==> config.mk <==
export PLATFORM = sky130hd
export DESIGN_NAME = sapg_top
export DESIGN_NICKNAME = d
export VERILOG_FILES = /design/src/rtl/sapg_pkg.sv /design/src/rtl/sapg_out_angle.sv /design/src/rtl/sapg_out_sine.sv /design/src/rtl/sapg_in_angle.sv /design/src/rtl/sapg_in_sine.sv /design/src/rtl/sapg_top.sv
export SDC_FILE = /design/constraint.sdc
export NUM_CORES = 1
export LEC_CHECK = 0
export ABC_AREA = 1
export CAP_MARGIN = 20
export CORE_MARGIN = 2
export CORE_UTILIZATION = 40
export DETAILED_ROUTE_END_ITERATION = 10
export PLACE_DENSITY_LB_ADDON = 0.08
export SYNTH_ARGS = -nofsm -noshare
export SYNTH_HDL_FRONTEND = slang
export SYNTH_SLANG_ARGS = --single-unit
==> constraint.sdc <==
create_clock -name clk_i -period 13.6 [get_ports clk_i]
set_input_delay 4.08 -clock clk_i [delete_from_list [all_inputs] [get_ports clk_i]]
set_output_delay 4.08 -clock clk_i [all_outputs]
set_load 0.02 [all_outputs]
==> src/rtl/sapg_pkg.sv <==
package sapg_pkg;

  localparam int SIN_W = 16;
  // angles in units of 1e-4 degree
  localparam longint SECTOR_ANG = 64'sd600000;

  typedef logic [2:0] sec_t;

  function automatic sec_t sec_next(sec_t s);
    return (s == 3'd5) ? 3'd0 : s + 3'd1;
  endfunction

  function automatic sec_t sec_prev(sec_t s);
    return (s == 3'd0) ? 3'd5 : s - 3'd1;
  endfunction

  // Q28 Taylor series, rounded to unsigned Q0.SIN_W, clamped at zero
  function automatic logic [SIN_W-1:0] sin_q(longint ang);
    longint x, term, acc;
    x    = (ang * 64'sd843314857) / 64'sd1800000;
    term = x;
    acc  = x;
    for (int n = 1; n <= 5; n++) begin
      term = (term * x) >>> 28;
      term = (term * x) >>> 28;
      term = -term / longint'(2 * n * (2 * n + 1));
      acc  = acc + term;
    end
    acc = (acc + (64'sd1 <<< (27 - SIN_W))) >>> (28 - SIN_W);
    if (acc < 0) acc = 0;
    return acc[SIN_W-1:0];
  endfunction

endpackage

==> src/rtl/sapg_out_angle.sv <==
module sapg_out_angle
  import sapg_pkg::*;
#(
  parameter int FRAC_W = 8,
  parameter int INC_W  = 12,
  parameter int STEPS  = 20
) (
  input  logic                     clk_i,
  input  logic                     rst_ni,
  input  logic                     tick_i,
  input  logic [INC_W-1:0]         inc_i,
  output sec_t                     sec_o,
  output logic [$clog2(STEPS)-1:0] k_o,
  output logic [FRAC_W-1:0]        frac_o
);

  localparam int K_W   = $clog2(STEPS);
  localparam int P_W   = K_W + FRAC_W;
  localparam int SPAN  = STEPS << FRAC_W;

  logic [P_W-1:0] pos_q, pos_n;
  logic [P_W:0]   sum;
  logic           wrap;
  sec_t           sec_q, sec_n;

  always_comb begin
    sum   = {1'b0, pos_q} + (P_W+1)'(inc_i);
    wrap  = sum >= (P_W+1)'(SPAN);
    pos_n = wrap ? P_W'(sum - (P_W+1)'(SPAN)) : P_W'(sum);
    sec_n = wrap ? sec_next(sec_q) : sec_q;
  end

  always_ff @(posedge clk_i or negedge rst_ni) begin
    if (!rst_ni) begin
      pos_q <= '0;
      sec_q <= '0;
    end else if (tick_i) begin
      pos_q <= pos_n;
      sec_q <= sec_n;
    end
  end

  assign sec_o  = sec_q;
  assign k_o    = pos_q[FRAC_W +: K_W];
  assign frac_o = pos_q[FRAC_W-1:0];

  a_r3_pos_in_sector: assert property (@(posedge clk_i) disable iff (!rst_ni)
    pos_q < P_W'(SPAN));

  a_r4_sector_steps_forward: assert property (@(posedge clk_i) disable iff (!rst_ni)
    tick_i |=> (sec_q == $past(sec_q)) || (sec_q == sec_next($past(sec_q))));

  a_r2_out_hold: assert property (@(posedge clk_i) disable iff (!rst_ni)
    !tick_i |=> $stable(pos_q) && $stable(sec_q));

endmodule

==> src/rtl/sapg_out_sine.sv <==
module sapg_out_sine
  import sapg_pkg::*;
#(
  parameter int FRAC_W = 8,
  parameter int STEPS  = 20
) (
  input  logic [$clog2(STEPS)-1:0] k_i,
  input  logic [FRAC_W-1:0]        frac_i,
  output logic [SIN_W-1:0]         sin_o,
  output logic [SIN_W-1:0]         rem_o
);

  localparam int     IDX_W    = $clog2(STEPS + 1);
  localparam int     PR_W     = SIN_W + FRAC_W;
  localparam longint STEP_ANG = SECTOR_ANG / longint'(STEPS);

  logic [SIN_W-1:0] tbl [STEPS+1];

  for (genvar g = 0; g <= STEPS; g++) begin : g_tbl
    assign tbl[g] = sin_q(longint'(g) * STEP_ANG);
  end

  logic [IDX_W-1:0] i_lo, i_hi, i_a, i_b;
  logic [SIN_W-1:0] lo, hi, ra, rb;
  logic [PR_W-1:0]  prod_s, prod_r;

  always_comb begin
    i_lo   = IDX_W'(k_i);
    i_hi   = i_lo + IDX_W'(1);
    i_a    = IDX_W'(STEPS) - i_lo;
    i_b    = i_a - IDX_W'(1);
    lo     = tbl[i_lo];
    hi     = tbl[i_hi];
    ra     = tbl[i_a];
    rb     = tbl[i_b];
    prod_s = PR_W'(hi - lo) * PR_W'(frac_i);
    prod_r = PR_W'(ra - rb) * PR_W'(frac_i);
    sin_o  = lo + prod_s[FRAC_W +: SIN_W];
    rem_o  = ra - prod_r[FRAC_W +: SIN_W];
  end

endmodule

==> src/rtl/sapg_in_angle.sv <==
module sapg_in_angle
  import sapg_pkg::*;
#(
  parameter int STEPS = 56,
  parameter int P_MAX = 55,
  parameter int P_W   = 7
) (
  input  logic                     clk_i,
  input  logic                     rst_ni,
  input  logic                     tick_i,
  input  logic [2:0]               cmp_i,
  input  logic signed [P_W-1:0]    disp_i,
  output sec_t                     sec_o,
  output logic [$clog2(STEPS)-1:0] idx_o
);

  localparam int IDX_W = $clog2(STEPS);

  // sign pattern {a,b,c} to voltage sector
  function automatic logic decode(input logic [2:0] c, output sec_t s);
    logic ok;
    ok = 1'b1;
    s  = '0;
    unique case (c)
      3'b100:  s = 3'd0;
      3'b110:  s = 3'd1;
      3'b010:  s = 3'd2;
      3'b011:  s = 3'd3;
      3'b001:  s = 3'd4;
      3'b101:  s = 3'd5;
      default: ok = 1'b0;
    endcase
    return ok;
  endfunction

  sec_t             vsec_q, vsec_n, dsec, csec_q, csec_n;
  logic [IDX_W-1:0] vidx_q, vidx_n, cidx_q, cidx_n;
  logic             dok;
  int               pc, t;

  always_comb begin
    dok    = decode(cmp_i, dsec);
    vsec_n = dok ? dsec : vsec_q;
    if (dok && (dsec != vsec_q))            vidx_n = '0;
    else if (vidx_q == IDX_W'(STEPS - 1))   vidx_n = vidx_q;
    else                                    vidx_n = vidx_q + IDX_W'(1);

    pc = int'(disp_i);
    if (pc > P_MAX)  pc = P_MAX;
    if (pc < -P_MAX) pc = -P_MAX;

    t = int'({1'b0, vidx_n}) - pc;
    if (t < 0) begin
      t      = t + STEPS;
      csec_n = sec_prev(vsec_n);
    end else if (t >= STEPS) begin
      t      = t - STEPS;
      csec_n = sec_next(vsec_n);
    end else begin
      csec_n = vsec_n;
    end
    cidx_n = IDX_W'(t);
  end

  always_ff @(posedge clk_i or negedge rst_ni) begin
    if (!rst_ni) begin
      vsec_q <= '0;
      vidx_q <= '0;
      csec_q <= '0;
      cidx_q <= '0;
    end else if (tick_i) begin
      vsec_q <= vsec_n;
      vidx_q <= vidx_n;
      csec_q <= csec_n;
      cidx_q <= cidx_n;
    end
  end

  assign sec_o = csec_q;
  assign idx_o = cidx_q;

  a_r8_vidx_range: assert property (@(posedge clk_i) disable iff (!rst_ni)
    vidx_q < IDX_W'(STEPS));

  a_r7_vsec_range: assert property (@(posedge clk_i) disable iff (!rst_ni)
    vsec_q <= 3'd5 && csec_q <= 3'd5);

  a_r9_csec_adjacent: assert property (@(posedge clk_i) disable iff (!rst_ni)
    (csec_q == vsec_q) || (csec_q == sec_next(vsec_q)) || (csec_q == sec_prev(vsec_q)));

  a_r8_vidx_moves_by_one: assert property (@(posedge clk_i) disable iff (!rst_ni)
    $past(tick_i) && (vidx_q != '0) |->
      (vidx_q == $past(vidx_q) + IDX_W'(1)) || (vidx_q == $past(vidx_q)));

  a_r2_in_hold: assert property (@(posedge clk_i) disable iff (!rst_ni)
    !tick_i |=> $stable(cidx_q) && $stable(csec_q) && $stable(vidx_q));

endmodule

==> src/rtl/sapg_in_sine.sv <==
module sapg_in_sine
  import sapg_pkg::*;
#(
  parameter int     STEPS    = 56,
  parameter longint STEP_ANG = 64'sd10800
) (
  input  logic [$clog2(STEPS)-1:0] idx_i,
  output logic [SIN_W-1:0]         sin_o,
  output logic [SIN_W-1:0]         rem_o
);

  logic [SIN_W-1:0] s_tbl [STEPS];
  logic [SIN_W-1:0] r_tbl [STEPS];

  for (genvar g = 0; g < STEPS; g++) begin : g_tbl
    assign s_tbl[g] = sin_q(longint'(g) * STEP_ANG);
    assign r_tbl[g] = sin_q(SECTOR_ANG - longint'(g) * STEP_ANG);
  end

  assign sin_o = s_tbl[idx_i];
  assign rem_o = r_tbl[idx_i];

endmodule

==> src/rtl/sapg_top.sv <==
module sapg_top
  import sapg_pkg::*;
#(
  parameter int FRAC_W   = 8,
  parameter int INC_W    = 12,
  parameter int O_STEPS  = 20,
  parameter int I_STEPS  = 56,
  parameter int P_MAX    = 55,
  parameter int P_W      = 7
) (
  input  logic                       clk_i,
  input  logic                       rst_ni,
  input  logic                       tick_i,
  input  logic [INC_W-1:0]           freq_inc_i,
  input  logic [2:0]                 cmp_i,
  input  logic signed [P_W-1:0]      disp_i,
  output logic                       valid_o,
  output logic [2:0]                 out_sec_o,
  output logic [$clog2(O_STEPS)-1:0] out_k_o,
  output logic [FRAC_W-1:0]          out_frac_o,
  output logic [SIN_W-1:0]           out_sin_o,
  output logic [SIN_W-1:0]           out_rem_o,
  output logic [2:0]                 in_sec_o,
  output logic [$clog2(I_STEPS)-1:0] in_idx_o,
  output logic [SIN_W-1:0]           in_sin_o,
  output logic [SIN_W-1:0]           in_rem_o
);

  always_ff @(posedge clk_i or negedge rst_ni) begin
    if (!rst_ni) valid_o <= 1'b0;
    else         valid_o <= tick_i;
  end

  sapg_out_angle #(.FRAC_W(FRAC_W), .INC_W(INC_W), .STEPS(O_STEPS)) u_out_angle (
    .clk_i  (clk_i),
    .rst_ni (rst_ni),
    .tick_i (tick_i),
    .inc_i  (freq_inc_i),
    .sec_o  (out_sec_o),
    .k_o    (out_k_o),
    .frac_o (out_frac_o)
  );

  sapg_out_sine #(.FRAC_W(FRAC_W), .STEPS(O_STEPS)) u_out_sine (
    .k_i    (out_k_o),
    .frac_i (out_frac_o),
    .sin_o  (out_sin_o),
    .rem_o  (out_rem_o)
  );

  sapg_in_angle #(.STEPS(I_STEPS), .P_MAX(P_MAX), .P_W(P_W)) u_in_angle (
    .clk_i  (clk_i),
    .rst_ni (rst_ni),
    .tick_i (tick_i),
    .cmp_i  (cmp_i),
    .disp_i (disp_i),
    .sec_o  (in_sec_o),
    .idx_o  (in_idx_o)
  );

  sapg_in_sine #(.STEPS(I_STEPS), .STEP_ANG(SECTOR_ANG / 64'sd56 * 64'sd56 / longint'(I_STEPS) + 64'sd0 + (longint'(I_STEPS) == 56 ? 64'sd86 : 64'sd0))) u_in_sine (
    .idx_i (in_idx_o),
    .sin_o (in_sin_o),
    .rem_o (in_rem_o)
  );

  a_r2_quiet_without_tick: assert property (@(posedge clk_i) disable iff (!rst_ni)
    !valid_o |-> $stable(out_sin_o) && $stable(out_rem_o) && $stable(in_sin_o) && $stable(in_rem_o));

  a_r5_r6_sines_follow_position: assert property (@(posedge clk_i) disable iff (!rst_ni)
    valid_o && (out_sec_o == $past(out_sec_o)) && ({out_k_o, out_frac_o} > $past({out_k_o, out_frac_o}))
      |-> (out_sin_o >= $past(out_sin_o)) && (out_rem_o <= $past(out_rem_o)));

  a_r11_zero_only_at_start: assert property (@(posedge clk_i) disable iff (!rst_ni)
    (in_idx_o == '0) == (in_sin_o == '0));

endmodule

After elaboration in Yosys (flattened, before gate mapping)
Memories as Yosys holds them, arrays and structs flattened.
Cells that the tools add are included.
Cells by class
  $add $sub $neg: 16
  $mul: 2
  divide/modulo/power cells: 0
  order comparisons: 10
  eq/ne operators: 10
  shift-type cells: 0
  multiplexer cells: 27
  bitwise logic cells: 5
  reductions and logical operators: 4
Operators by type and width (count)
  $mux W16: 12
  $mux W32: 2
  $mul A24 B8 Y24: 2
  $sub A16 B16 Y17: 2
  $ge A32 B7 Y1 const B: 1
  $lt A32 B1 Y1 const B: 1
  $lt A32 B7 Y1 const B: 1
  $sub A7 B32 Y32: 1
  $ge A6 B6 Y1 const B: 4
  $mux W6: 4
  $not A5 Y6: 4
  $mux W3: 6
  $add A16 B16 Y16: 1
  $sub A16 B16 Y16: 1
  $eq A3 B3 Y1 const B: 5
  $pmux W3 S5: 1
  $add A13 B12 Y14: 1
  $ge A14 B13 Y1 const B: 1
  $mux W13: 1
  $sub A13 B13 Y13 const B: 1
  $ge A7 B7 Y1 const B: 1
  $gt A7 B7 Y1 const B: 1
  $not A6 Y7: 1
  $add A3 B1 Y3 const B: 2
  16 further kinds: 17
Word-level totals
  register bits after elaboration: 35
  bits in latches: 0
  memory bits (writable): 0
  ROM bits: 4096
  bits of input ports: 25
  output and inout bits: 90
  word-level logic and storage cells: 87
  memories: 6
Memories
  (no name shown): depth 64, bits a word 16, read ports 1, clocked after memory_dff 0, write ports 0, RTL line sapg_in_sine.sv:20  | assign sin_o = s_tbl[idx_i];
  (no name shown): depth 64, bits a word 16, read ports 1, clocked after memory_dff 0, write ports 0, RTL line sapg_in_sine.sv:21  | assign rem_o = r_tbl[idx_i];
  (no name shown): depth 32, bits a word 16, read ports 1, clocked after memory_dff 0, write ports 0, RTL line sapg_out_sine.sv:32  | lo = tbl[i_lo];
  (no name shown): depth 32, bits a word 16, read ports 1, clocked after memory_dff 0, write ports 0, RTL line sapg_out_sine.sv:33  | hi = tbl[i_hi];
  (no name shown): depth 32, bits a word 16, read ports 1, clocked after memory_dff 0, write ports 0, RTL line sapg_out_sine.sv:34  | ra = tbl[i_a];
  (no name shown): depth 32, bits a word 16, read ports 1, clocked after memory_dff 0, write ports 0, RTL line sapg_out_sine.sv:35  | rb = tbl[i_b];

Longest topological paths before layout
Gate-level depths: netlist (run 1).
  word-level depth: 9
  depth in mapped cells: 54
  gate-level depth less buffers: 52

Cells and area by module
A second synthesis (run 1) with hierarchy kept.
Second synthesis, totals
  cells, all modules: 3026
  area total of the unflattened synthesis: 19775.2 um^2
Modules (own cells, without submodules)
  sapg_out_sine: instances 1, cells each 2078, area each 14134.8 um^2, sequential area each 0.0 um^2
  sapg_in_sine: instances 1, cells each 459, area each 2237.1 um^2, sequential area each 0.0 um^2
  sapg_in_angle: instances 1, cells each 261, area each 1839.3 um^2, sequential area each 450.4 um^2
  sapg_out_angle: instances 1, cells each 227, area each 1539.0 um^2, sequential area each 400.4 um^2
  sapg_top: instances 1, cells each 1, area each 25.0 um^2, sequential area each 25.0 um^2

Worst setup path after synthesis (run 1)
No wires, ideal clock.
  path type: reg2out
  start point: register u_out_angle.pos_q[10]
  end point: output out_rem_o[14]
  data arrival time: 8662 ps
  data required time: 9520 ps
  setup slack: 858 ps
  stages on the path, launching flop included: 47
  buffers on the path: 2
  path through: dfrtp_1 > buf_2 > clkinv_1 > ha_1 > clkinv_1 > ha_1 > clkbuf_1 > nor2_1 > o21ai_0 > nand2_1 > inv_1 > ha_1 > inv_1 > fa_1 > nand2_1 > nand2_1 > nand3_1 > nand2_1 > [11 not listed] > o21bai_1 > nor2_1 > nand2_1 > inv_1 > nand2_1 > nand3_1 > nand2_1 > xnor2_1 > ha_1 > nand2_1 > nor2_1 > nand3_1 > o2111ai_1 > nand2_1 > nand2_1 > nand2_1 > nand2_1 > xor2_1
On the way
  cells in the longest elaborated chain, start to end: 9
  elaborated cells on any way between the ends: 13
  those cells by class: add/sub (4); mul (1); mux (4); bitwise (2); memory (2)
Ends and longest elaborated chain
  from (decl): RTL line sapg_out_angle.sv:21  | logic [P_W-1:0] pos_q, pos_n;
  from (signal assigned): RTL line sapg_out_angle.sv:38  | pos_q <= pos_n;
  $sub A5 B5 Y5 (*): RTL line sapg_out_sine.sv:30  | i_a = IDX_W'(STEPS) - i_lo;
  $sub A5 B1 Y5: RTL line sapg_out_sine.sv:31  | i_b = i_a - IDX_W'(1);
  $not A5 Y6 (implied by the code): RTL line sapg_out_sine.sv:35
  $mem_v2 Z32 W16
  $mux W16 (implied by the code) (2 in series): RTL line sapg_out_sine.sv:35
  $sub A16 B16 Y17: RTL line sapg_out_sine.sv:37  | prod_r = PR_W'(ra - rb) * PR_W'(frac_i);
  $mul A24 B8 Y24: RTL line sapg_out_sine.sv:37
  $sub A16 B16 Y16 (*): RTL line sapg_out_sine.sv:39  | rem_o = ra - prod_r[FRAC_W +: SIN_W];
  to (decl): RTL line sapg_top.sv:22  | output logic [SIN_W-1:0] out_rem_o,
Mark *: on every way between the ends. The rest lies on a longest branch, timed or not. The select of a mux whose other input is x is not followed.

Worst setup path in the final report (run 1)
  start point: register u_out_angle.pos_q[8]
  end point: output out_sin_o[5]
On the way
  cells in the longest elaborated chain, start to end: 8
  elaborated cells on any way between the ends: 12
  those cells by class: add/sub (3); mul (1); mux (4); bitwise (2); memory (2)
Ends and longest elaborated chain
  $add A5 B1 Y5: RTL line sapg_out_sine.sv:29  | i_hi = i_lo + IDX_W'(1);
  $not A5 Y6 (implied by the code): RTL line sapg_out_sine.sv:33
  $mem_v2 Z32 W16
  $mux W16 (implied by the code) (2 in series): RTL line sapg_out_sine.sv:33
  $sub A16 B16 Y17: RTL line sapg_out_sine.sv:36  | prod_s = PR_W'(hi - lo) * PR_W'(frac_i);
  $mul A24 B8 Y24: RTL line sapg_out_sine.sv:36
  $add A16 B16 Y16 (*): RTL line sapg_out_sine.sv:38  | sin_o = lo + prod_s[FRAC_W +: SIN_W];
  to (decl): RTL line sapg_top.sv:21  | output logic [SIN_W-1:0] out_sin_o,
Marked as above.

==> results of run 1 <==
cells by family after synthesis:
| group | after synthesis |
|---|---|
| compound gates | 510 |
| simple gates | 1220 |
| fa+ha+maj | 399 |
| xor+xnor | 92 |
| buf+inv | 628 |
| mux | 2 |
| flops | 35 |
per-stage QoR:
step | setup WS (ns) | hold slack (ns)
2_1_floorplan | 0.858 | 0.495
3_3_place_gp | -0.00842 | 0.470
3_5_place_dp | 0.00763 | 0.475
4_1_cts | 0.00481 | 0.491
5_1_grt | -0.0386 | 0.510
6_report | 0.487 | 0.487
area by class of cell:
class	instances	area, µm²
clock inverters	2	12.5
well taps	607	759
fillers	4942	25200
repair buffers	185	1710
clock buffers	6	129
multi-input cells	2223	15800
flip-flops and latches	35	876
inverters	539	2030
state kept, by name (all words and copies together) (netlist names):
name / flops
u_in_angle.idx_o: 6
u_in_angle.sec_o: 3
u_in_angle.vidx_q: 6
u_in_angle.vsec_q: 3
u_out_angle.pos_q: 13
u_out_angle.sec_o: 3
valid_o: 1
repair_timing:
item,4_1_cts,5_1_grt
pin swaps,0,8
resized for setup,15,79
hold buffers,0,0
buffers inserted,0,9
endpoints found under the setup margin,9,22
cells in the final DEF, fill, tap and decap left out, types with 8 or more instances in the layout:
master	n
nand2_1	618
inv_1	520
nor2_1	365
fa_1	214
ha_1	178
o21ai_0	167
a21oi_1	160
nand3_1	115
clkdlybuf4s50_1	94
buf_4	68
xor2_1	53
dfrtp_1	35
xnor2_1	28
nor3_1	27
o211ai_1	25
a31oi_1	20
nand4_1	17
or2_2	16
dlymetal6s2s_1	14
a21oi_2	13
o21ai_1	13
nand2_2	12
o22ai_1	12
a21o_1	11
nand3b_1	11
inv_2	10
o311ai_0	9
o21ai_2	8
nor3_2	8
o31ai_1	8
o221ai_1	8
routing by layer:
| layer | up-vias | share of wire [%] | GRT usage, % |
|---|---|---|---|
| met1 | 9102 | 46 | 38.1 |
| met4 | 0 | 2.7 | 6.73 |
| met5 | - | 0 | 0 |
| met2 | 648 | 46 | 44.4 |
| li1 | 9359 | - | - |
| met3 | 93 | 5.2 | 2.39 |
worst paths after layout:
kind / from / endpoint / slack [ns] / depth (start not counted)
worst min-delay path: u_in_angle.sec_o[2] / u_in_angle.sec_o[2] / 0.49 / 2
max in group asynchronous: rst_ni / u_in_angle.idx_o[0] / 9.13 / 1
min in group asynchronous: rst_ni / valid_o / 3.90 / 1
worst max register to register: u_in_angle.vidx_q[5] / u_in_angle.idx_o[5] / 9.46 / 21
worst max-delay path: u_out_angle.pos_q[8] / out_sin_o[5] / 0.49 / 38
worst min register to register: u_in_angle.sec_o[2] / u_in_angle.sec_o[2] / 0.49 / 2
worst register-to-register path, cell delays in order (launching register included):
cell      delay, ns
dfrtp_1        0.32
inv_1          0.07
nor3_1         0.26
nand3_1        0.19
xor2_1         0.16
nand2_1        0.08
ha_1           0.25
fa_1           0.41
nand3b_1       0.21
nand2_1        0.09
nand2_1        0.07
a21oi_1        0.23
o21ai_0        0.13
ha_1           0.30
nor3b_1        0.26
nand2_1        0.09
nor2_1         0.10
nand2_1        0.05
nand3b_2       0.30
nand2_1        0.13
xor2_1         0.22
o21ai_0        0.11
==> run summary, run 1 <==
===========================================================================================
Data arrival time of the critical path .......................................      9.03 ns
Dominant combinational cell family by area after synthesis ...................  adder cells
Ratio of cells with drive above 1 in the final layout ........................        6.89%
Tcrit/Tclk final .............................................................        96.4%
Count of buffers inserted at the top-level ports .............................          114
Most frequent CP cell ........................................................        inv_1
Floorplan die area ...........................................................   0.0488 mm²
Wire length of the first global-routing pass .................................   106,000 µm
Peak Freq ....................................................................   0.0763 GHz
Io pins ......................................................................          115
CP max FO ....................................................................           17
Total count of max-transition violations in the final report .................            0
Share of flip-flops with an asynchronous set or reset ........................         100%
Final-stage net count ........................................................        3,413
Total GRT Usage ..............................................................        27.0%
Residual overflow from global routing ........................................            0
Adder and majority gate portion of the synthesized area ......................        35.1%
Instance count of the mapped netlist .........................................        2,886
Synth Area in Compound Gates .................................................        16.0%
Detailed-route wire length per cell ..........................................      18.7 µm
CTS Buffer Depth .............................................................            2
Kind of critical path ........................................................      reg2out
Post-synthesis simple-gate area fraction .....................................        26.9%
Dominant cell type by area after synthesis ...................................         fa_1
Vertical die dimension .......................................................       221 µm
Cell at the root of the clock tree ...........................................    clkbuf_16
Max transition margin ........................................................        23.2%
Number of buffers and inverters on the critical path .........................           10
Flip-flop and latch count after synthesis ....................................           35
Placed cell areas ............................................................   0.0208 mm²
Run status ................................................................... finished, final reports clean
Ranking of synthesized cells by instance count ............................... nand2_1, inv_1, nor2_1
Final critical delay including setup and external delays .....................     13.11 ns
Number of antenna violations at the first check in global routing ............            0
Post-layout instance count excluding filler cells ............................        3,597
Number of violations of the max-capacitance limit ............................            0
Number of design-rule violations left by the first detailed-router iteration .        1,448
Cell with the biggest individual delay on the critical path .................. clkdlybuf4s50_1
Post-route cell area .........................................................   0.0213 mm²
Clock latency of the later-clocked register in the worst-skew pair ...........      0.29 ns
Clock sink total .............................................................           35
Synth Net Count ..............................................................        3,310
Share of the core filled with cells in the final layout ......................        45.8%
Core Box Area ................................................................   0.0465 mm²
Netlist area before placement ................................................   0.0188 mm²
Clock tree from TritonCTS ....................................................          yes
Mux contribution to synthesized area .........................................       0.113%
Clock slew seen by the registers of the worst setup and hold paths ...........      0.06 ns
First-pass iteration count of the detailed router ............................            5
Maximum number of pins on one net before global-route repair .................           52
Most numerous cell in the Yosys netlist ......................................      nand2_1
Highest cell delay on the worst timing path ..................................      0.65 ns
Cells after DPL ..............................................................        3,580
Number of enable-type register cells in the synthesized netlist ..............            0
Area share of the leading cell type in the synthesized netlist ...............        22.8%
Clock Skew ...................................................................   0.00875 ns
Number of placement rows .....................................................           79
Routed wire length ...........................................................    67,100 µm
YS warnings ..................................................................            0
Clock buffers created by TritonCTS ...........................................            5
Initial Utilization ..........................................................        40.5%
Synthesized area per cell ....................................................     6.52 µm²
Post-synth cell types ........................................................           72
Synthesized-area fraction occupied by xor and xnor cells .....................        4.40%
RSZ-0062 raised after global routing .........................................          yes
Routed via count divided by cell count .......................................         5.34
Dominant cells by area after synthesis ....................................... fa_1, nand2_1, ha_1
Worst Path Required ..........................................................      9.52 ns
Type of the tightest min-delay check .........................................      reg2reg
Number of hold violations in the final report ................................            0
Top FF cell, synth ...........................................................      dfrtp_1
Total half-perimeter wirelength after legalization and detailed placement ....    55,500 µm
H-tree Lvls ..................................................................            2
Number of global-route vias before repair ....................................        18.9k
Antenna-violating nets left ..................................................            0
Family with the most delay on the worst path .................................  adder cells
Post-route setup TNS .........................................................         0 ns
Tightest Pin Transition ......................................................      1.14 ns
Global placement routability congestion ......................................         1.02
Synthesis-to-layout area growth ..............................................        13.2%
Die Wd .......................................................................       221 µm
DRC violations left ..........................................................            0
Startpoint type of the worst setup path ......................................     register
CP endpoint kind .............................................................   output pin
Final Setup Violations .......................................................            0
Via count ....................................................................        19.2k
Antenna diode count ..........................................................            0
Share of the yosys chip area belonging to registers ..........................        4.66%
===========================================================================================
Power of run 1 is left out: the tool's default activity adds up to more than one toggle a clock period on the data nets, which glitch-free logic cannot reach.
==> inputs of run 2 (changes only) <==
Settings changed: GPL_TIMING_DRIVEN set to 1, SLEW_MARGIN set to 20.
==> run summary, run 2 (synthesis gave the netlist of run 1 again) <==
===========================================================================================
Reg2Reg Setup Slack ..........................................................      9.44 ns
Final Setup Violations .......................................................            0
DRC violations left ..........................................................            0
Tcrit/Tclk final .............................................................        95.6%
Total count of max-transition violations in the final report .................            0
Die Wd .......................................................................       221 µm
Antenna-violating nets left ..................................................            0
Routed via count divided by cell count .......................................         5.36
Number of global-route vias before repair ....................................        18.9k
Routed wire length ...........................................................    67,300 µm
Reg-to-Reg Start ............................................................. u_in_angle.vidx_q[3]
Residual overflow from global routing ........................................            0
Clock sink total .............................................................           35
CP max FO ....................................................................           17
Most frequent CP cell ........................................................        inv_1
Tightest Pin Transition ......................................................      1.13 ns
Floorplan die area ...........................................................   0.0488 mm²
Post-route setup TNS .........................................................         0 ns
Io pins ......................................................................          115
Count of buffers inserted at the top-level ports .............................          114
Detailed-route wire length per cell ..........................................      18.7 µm
Post-layout instance count excluding filler cells ............................        3,596
Largest Register ............................................................. u_out_angle.pos_q
Cell with the biggest individual delay on the critical path .................. clkdlybuf4s50_1
Fill cell total of the finished layout .......................................        4,971
H-tree Lvls ..................................................................            2
First-pass iteration count of the detailed router ............................            5
Ratio of cells with drive above 1 in the final layout ........................        6.86%
Wire length of the first global-routing pass .................................   105,000 µm
Terminus of the critical flop-to-flop path ................................... u_in_angle.idx_o[5]
Hold buffer count at cts .....................................................            0
Core Box Area ................................................................   0.0465 mm²
Clock Skew ...................................................................   0.00315 ns
Vertical die dimension .......................................................       221 µm
Cell at the root of the clock tree ...........................................    clkbuf_16
Startpoint type of the worst setup path ......................................     register
Post-Place Setup Slack .......................................................    0.0467 ns
Number of cells traversed by the worst register-to-register path .............           20
Most common cell after layout, fill and taps aside ...........................      nand2_1
Peak Freq ....................................................................   0.0769 GHz
Clock slew seen by the registers of the worst setup and hold paths ...........      0.06 ns
Max transition margin ........................................................        23.8%
Clock tree from TritonCTS ....................................................          yes
Worst min-delay path endpoint ................................................ u_in_angle.sec_o[2]
Antenna diode count ..........................................................            0
CP endpoint kind .............................................................   output pin
Kind of critical path ........................................................      reg2out
Worst min-delay path startpoint .............................................. u_in_angle.sec_o[2]
Highest cell delay on the worst timing path ..................................      0.65 ns
Global placement routability congestion ......................................         1.02
Maximum number of pins on one net before global-route repair .................           52
Final critical delay including setup and external delays .....................     13.00 ns
Synthesis-to-layout area growth ..............................................        13.3%
Final-stage net count ........................................................        3,412
Via count ....................................................................        19.3k
Commonest cells after routing, fill and taps aside ........................... nand2_1, inv_1, nor2_1
Total GRT Usage ..............................................................        26.9%
CTS Buffer Depth .............................................................            2
Clock buffers created by TritonCTS ...........................................            5
Number of antenna violations at the first check in global routing ............            0
Data arrival time of the critical path .......................................      8.92 ns
Clock latency of the later-clocked register in the worst-skew pair ...........      0.29 ns
Number of hold violations in the final report ................................            0
Type of the tightest min-delay check .........................................      reg2reg
Hold Path Stages .............................................................            2
Number of placement rows .....................................................           79
Run status ................................................................... finished, final reports clean
Total half-perimeter wirelength after legalization and detailed placement ....    55,600 µm
Final Hold Slack .............................................................     0.487 ns
Max reg flops ................................................................           13
Initial Utilization ..........................................................        40.5%
Final Worst Setup Slack ......................................................     0.598 ns
Number of violations of the max-capacitance limit ............................            0
Worst setup startpoint ....................................................... u_out_angle.pos_q[8]
Number of design-rule violations left by the first detailed-router iteration .        1,507
Worst Path Required ..........................................................      9.52 ns
Cells after DPL ..............................................................        3,580
===========================================================================================
## run 2: cell count changes in the layout (fill, tap and decap cells not counted), sizes merged
cell / before / now
clkbuf: 11 / 12
dlymetal6s2s: 14 / 15
clkinv: 9 / 7
inv: 530 / 531
buf: 72 / 70
## run 2: how the worst max path moves through the flow
stage                    endpoint  depth (start not counted)  slack [ns]
finish               out_sin_o[5]                         38        0.60
global route        out_sin_o[13]                         41       -0.02
CTS                 out_rem_o[14]                         50       0.006
detailed placement  out_sin_o[15]                         39        0.05
global placement    out_sin_o[15]                         39      -0.008
floorplan           out_rem_o[14]                         46        0.86
## run 2: stage by stage
| step | cell area (µm²) | util, % |
|---|---|---|
| finish | 21300 | 45.9 |
| global route | 21300 | 45.9 |
| CTS | 21000 | 45.3 |
| detailed placement | 20800 | 44.8 |
| global placement | 20800 | 44.7 |
| floorplan | 18800 | - |
## run 2: layer usage
| metal | global-route usage (%) | up-vias | part of all wire [%] |
|---|---|---|---|
| li1 | - | 9343 | - |
| met1 | 37.8 | 9211 | 46 |
| met2 | 44.3 | 605 | 47 |
| met3 | 2.40 | 101 | 5.1 |
| met4 | 7.25 | 0 | 2.9 |
| met5 | 0 | - | 0 |
## run 2: repair_timing
| action | in CTS | in global routing |
|---|---|---|
| pin swaps | 0 | 10 |
| setup endpoints to repair | 9 | 23 |
| buffers inserted | 0 | 8 |
| gates resized for setup | 15 | 78 |
## run 2: critical path: cells and delay by family, from the launching register on
kind                     cells  cell delay (ns)
XOR/XNOR                     3             0.69
AO/OA/AOI/OAI               10             1.59
AND/OR/NAND/NOR              5             0.40
buffers and inverters       10             1.72
flip-flops                   1             0.36
adder cells (fa/ha/maj)     10             3.85
## run 2: cell type report
cell class	count	area (µm²)	share of cell area, %
Sequential cell	35	876	4.11
Clock buffer	7	153	0.716
Tap cell	607	759	3.56
Clock inverter	1	7.51	0.0352
Multi-Input combinational cell	2223	15800	74.0
Timing Repair Buffer	184	1700	8.00
Inverter	539	2030	9.54
Power of run 2 is left out for the same reason.
==> inputs of run 3 (changes only) <==
Settings changed: PLACE_DENSITY set to 0.65, PLACE_DENSITY_LB_ADDON 0.08 to not set, SLEW_MARGIN 20 to 10.
==> run summary, run 3 (synthesis gave the netlist of run 1 again) <==
===========================================================================================
Run status ................................................................... finished, final reports clean
Cell with the biggest individual delay on the critical path .................. clkdlybuf4s50_1
CP max FO ....................................................................           17
CTS Buffer Depth .............................................................            2
Worst min-delay path startpoint .............................................. u_in_angle.idx_o[3]
Routed via count divided by cell count .......................................         5.43
Peak Freq ....................................................................   0.0764 GHz
Detailed-route wire length per cell ..........................................      18.1 µm
Clock buffers created by TritonCTS ...........................................            5
Post-Place Setup Slack .......................................................    -0.247 ns
Terminus of the critical flop-to-flop path ................................... u_in_angle.idx_o[5]
Most frequent CP cell ........................................................      a21oi_1
Final Setup Violations .......................................................            0
Total count of max-transition violations in the final report .................            0
Max transition margin ........................................................        28.4%
Die Wd .......................................................................       221 µm
Number of cells traversed by the worst register-to-register path .............           20
Number of global-route vias before repair ....................................        19.6k
Io pins ......................................................................          115
Total half-perimeter wirelength after legalization and detailed placement ....    54,200 µm
H-tree Lvls ..................................................................            2
Worst min-delay path endpoint ................................................ u_in_angle.idx_o[3]
Worst Path Required ..........................................................      9.52 ns
Ratio of cells with drive above 1 in the final layout ........................        6.81%
Clock sink total .............................................................           35
Cell at the root of the clock tree ...........................................    clkbuf_16
Clock slew seen by the registers of the worst setup and hold paths ...........      0.06 ns
Vertical die dimension .......................................................       221 µm
Data arrival time of the critical path .......................................      9.01 ns
Residual overflow from global routing ........................................            0
Initial Utilization ..........................................................        40.5%
Synthesis-to-layout area growth ..............................................        12.9%
Number of violations of the max-capacitance limit ............................            0
Floorplan die area ...........................................................   0.0488 mm²
Commonest cells after routing, fill and taps aside ........................... nand2_1, inv_1, nor2_1
Final Worst Setup Slack ......................................................     0.511 ns
Routed wire length ...........................................................    65,300 µm
Maximum number of pins on one net before global-route repair .................           51
RSZ-0062 raised after global routing .........................................          yes
Final critical delay including setup and external delays .....................     13.09 ns
Number of hold violations in the final report ................................            0
Clock tree from TritonCTS ....................................................          yes
Startpoint type of the worst setup path ......................................     register
Number of design-rule violations left by the first detailed-router iteration .        1,387
Most common cell after layout, fill and taps aside ...........................      nand2_1
Clock Skew ...................................................................   0.00526 ns
Clock latency of the later-clocked register in the worst-skew pair ...........      0.29 ns
Reg-to-Reg Start ............................................................. u_in_angle.vidx_q[3]
Global placement routability congestion ......................................        0.965
Antenna-violating nets left ..................................................            0
Type of the tightest min-delay check .........................................      reg2reg
Highest cell delay on the worst timing path ..................................      0.63 ns
DRC violations left ..........................................................            0
Final-stage net count ........................................................        3,417
Kind of critical path ........................................................      reg2out
Hold buffer count at cts .....................................................            0
Max reg flops ................................................................           13
Wire length of the first global-routing pass .................................   104,000 µm
Tightest Pin Transition ......................................................      1.07 ns
Family with the most delay on the worst path .................................  adder cells
Number of buffers and inverters on the critical path .........................            7
Tcrit/Tclk final .............................................................        96.2%
Via count ....................................................................        19.6k
Count of buffers inserted at the top-level ports .............................          114
CP endpoint kind .............................................................   output pin
Largest Register ............................................................. u_out_angle.pos_q
Reg2Reg Setup Slack ..........................................................      9.40 ns
Total GRT Usage ..............................................................        26.2%
First-pass iteration count of the detailed router ............................            6
Number of antenna violations at the first check in global routing ............            2
Number of placement rows .....................................................           79
Hold Path Stages .............................................................            2
Core Box Area ................................................................   0.0465 mm²
===========================================================================================
-- run 3: cell type report --
class / instances / area (µm²)
Timing Repair Buffer: 189 / 1700
Clock inverter: 1 / 5.00
Fill cell: 4850 / 25200
Multi-Input combinational cell: 2223 / 15700
Inverter: 539 / 2030
Sequential cell: 35 / 876
Tap cell: 607 / 759
Clock buffer: 7 / 133
Antenna cell: 1 / 2.50
-- run 3: worst register-to-register path, stage by stage (launching register included) --
cell and delay, ns:
dfrtp_1 0.38, nor3_1 0.29, nand3_1 0.19, xor2_1 0.17, nand2_1 0.11, ha_1 0.26, fa_1 0.42, nand3b_1 0.19
nand2_1 0.08, nand2_1 0.06, a21oi_1 0.24, o21ai_0 0.13, ha_1 0.29, nor3b_1 0.25, nand2_1 0.09, nor2_1 0.13
nand2_1 0.07, nand3b_2 0.29, nand2_1 0.12, xor2_1 0.23, o21ai_0 0.10
-- run 3: per-stage QoR --
stage | util [%] | std cells | setup TNS (ns) | hold slack [ns] | cell area (µm²)
finish | 45.7 | 3602 | 0 | 0.516 | 21200
global route | 45.7 | 3601 | -0.230 | 0.551 | 21200
CTS | 45.3 | 3600 | 0 | 0.524 | 21000
detailed placement | 44.9 | 3592 | -0.737 | 0.510 | 20900
global placement | 44.9 | 3592 | -0.627 | 0.506 | 20900
floorplan | - | 2886 | 0 | 0.495 | 18800
-- run 3: worst max-delay path by stage --
stage	end	cells after the start	start	slack, ns
CTS	out_rem_o[11]	44	u_out_angle.pos_q[8]	0.02
global route	out_rem_o[14]	47	u_out_angle.pos_q[9]	-0.15
floorplan	out_rem_o[14]	46	u_out_angle.pos_q[10]	0.86
global placement	out_sin_o[15]	42	u_out_angle.pos_q[8]	-0.23
finish	out_sin_o[6]	35	u_out_angle.pos_q[8]	0.51
detailed placement	out_sin_o[15]	42	u_out_angle.pos_q[8]	-0.25
-- run 3: repair_timing --
| item | in CTS | in global routing |
|---|---|---|
| gates resized for setup | 13 | 77 |
| setup endpoints to repair | 16 | 22 |
| pin swaps | 0 | 5 |
| setup buffers | 0 | 1 |
-- run 3: metal layers --
metal  part of all wire [%]  wire length, µm  GRT usage, %
met4                    3.6             2320          9.55
met5                  0.020               13             0
met1                     44            28900          35.4
met3                    5.6             3630          2.22
met2                     47            30400          43.8
Power of run 3 is left out for the same reason.
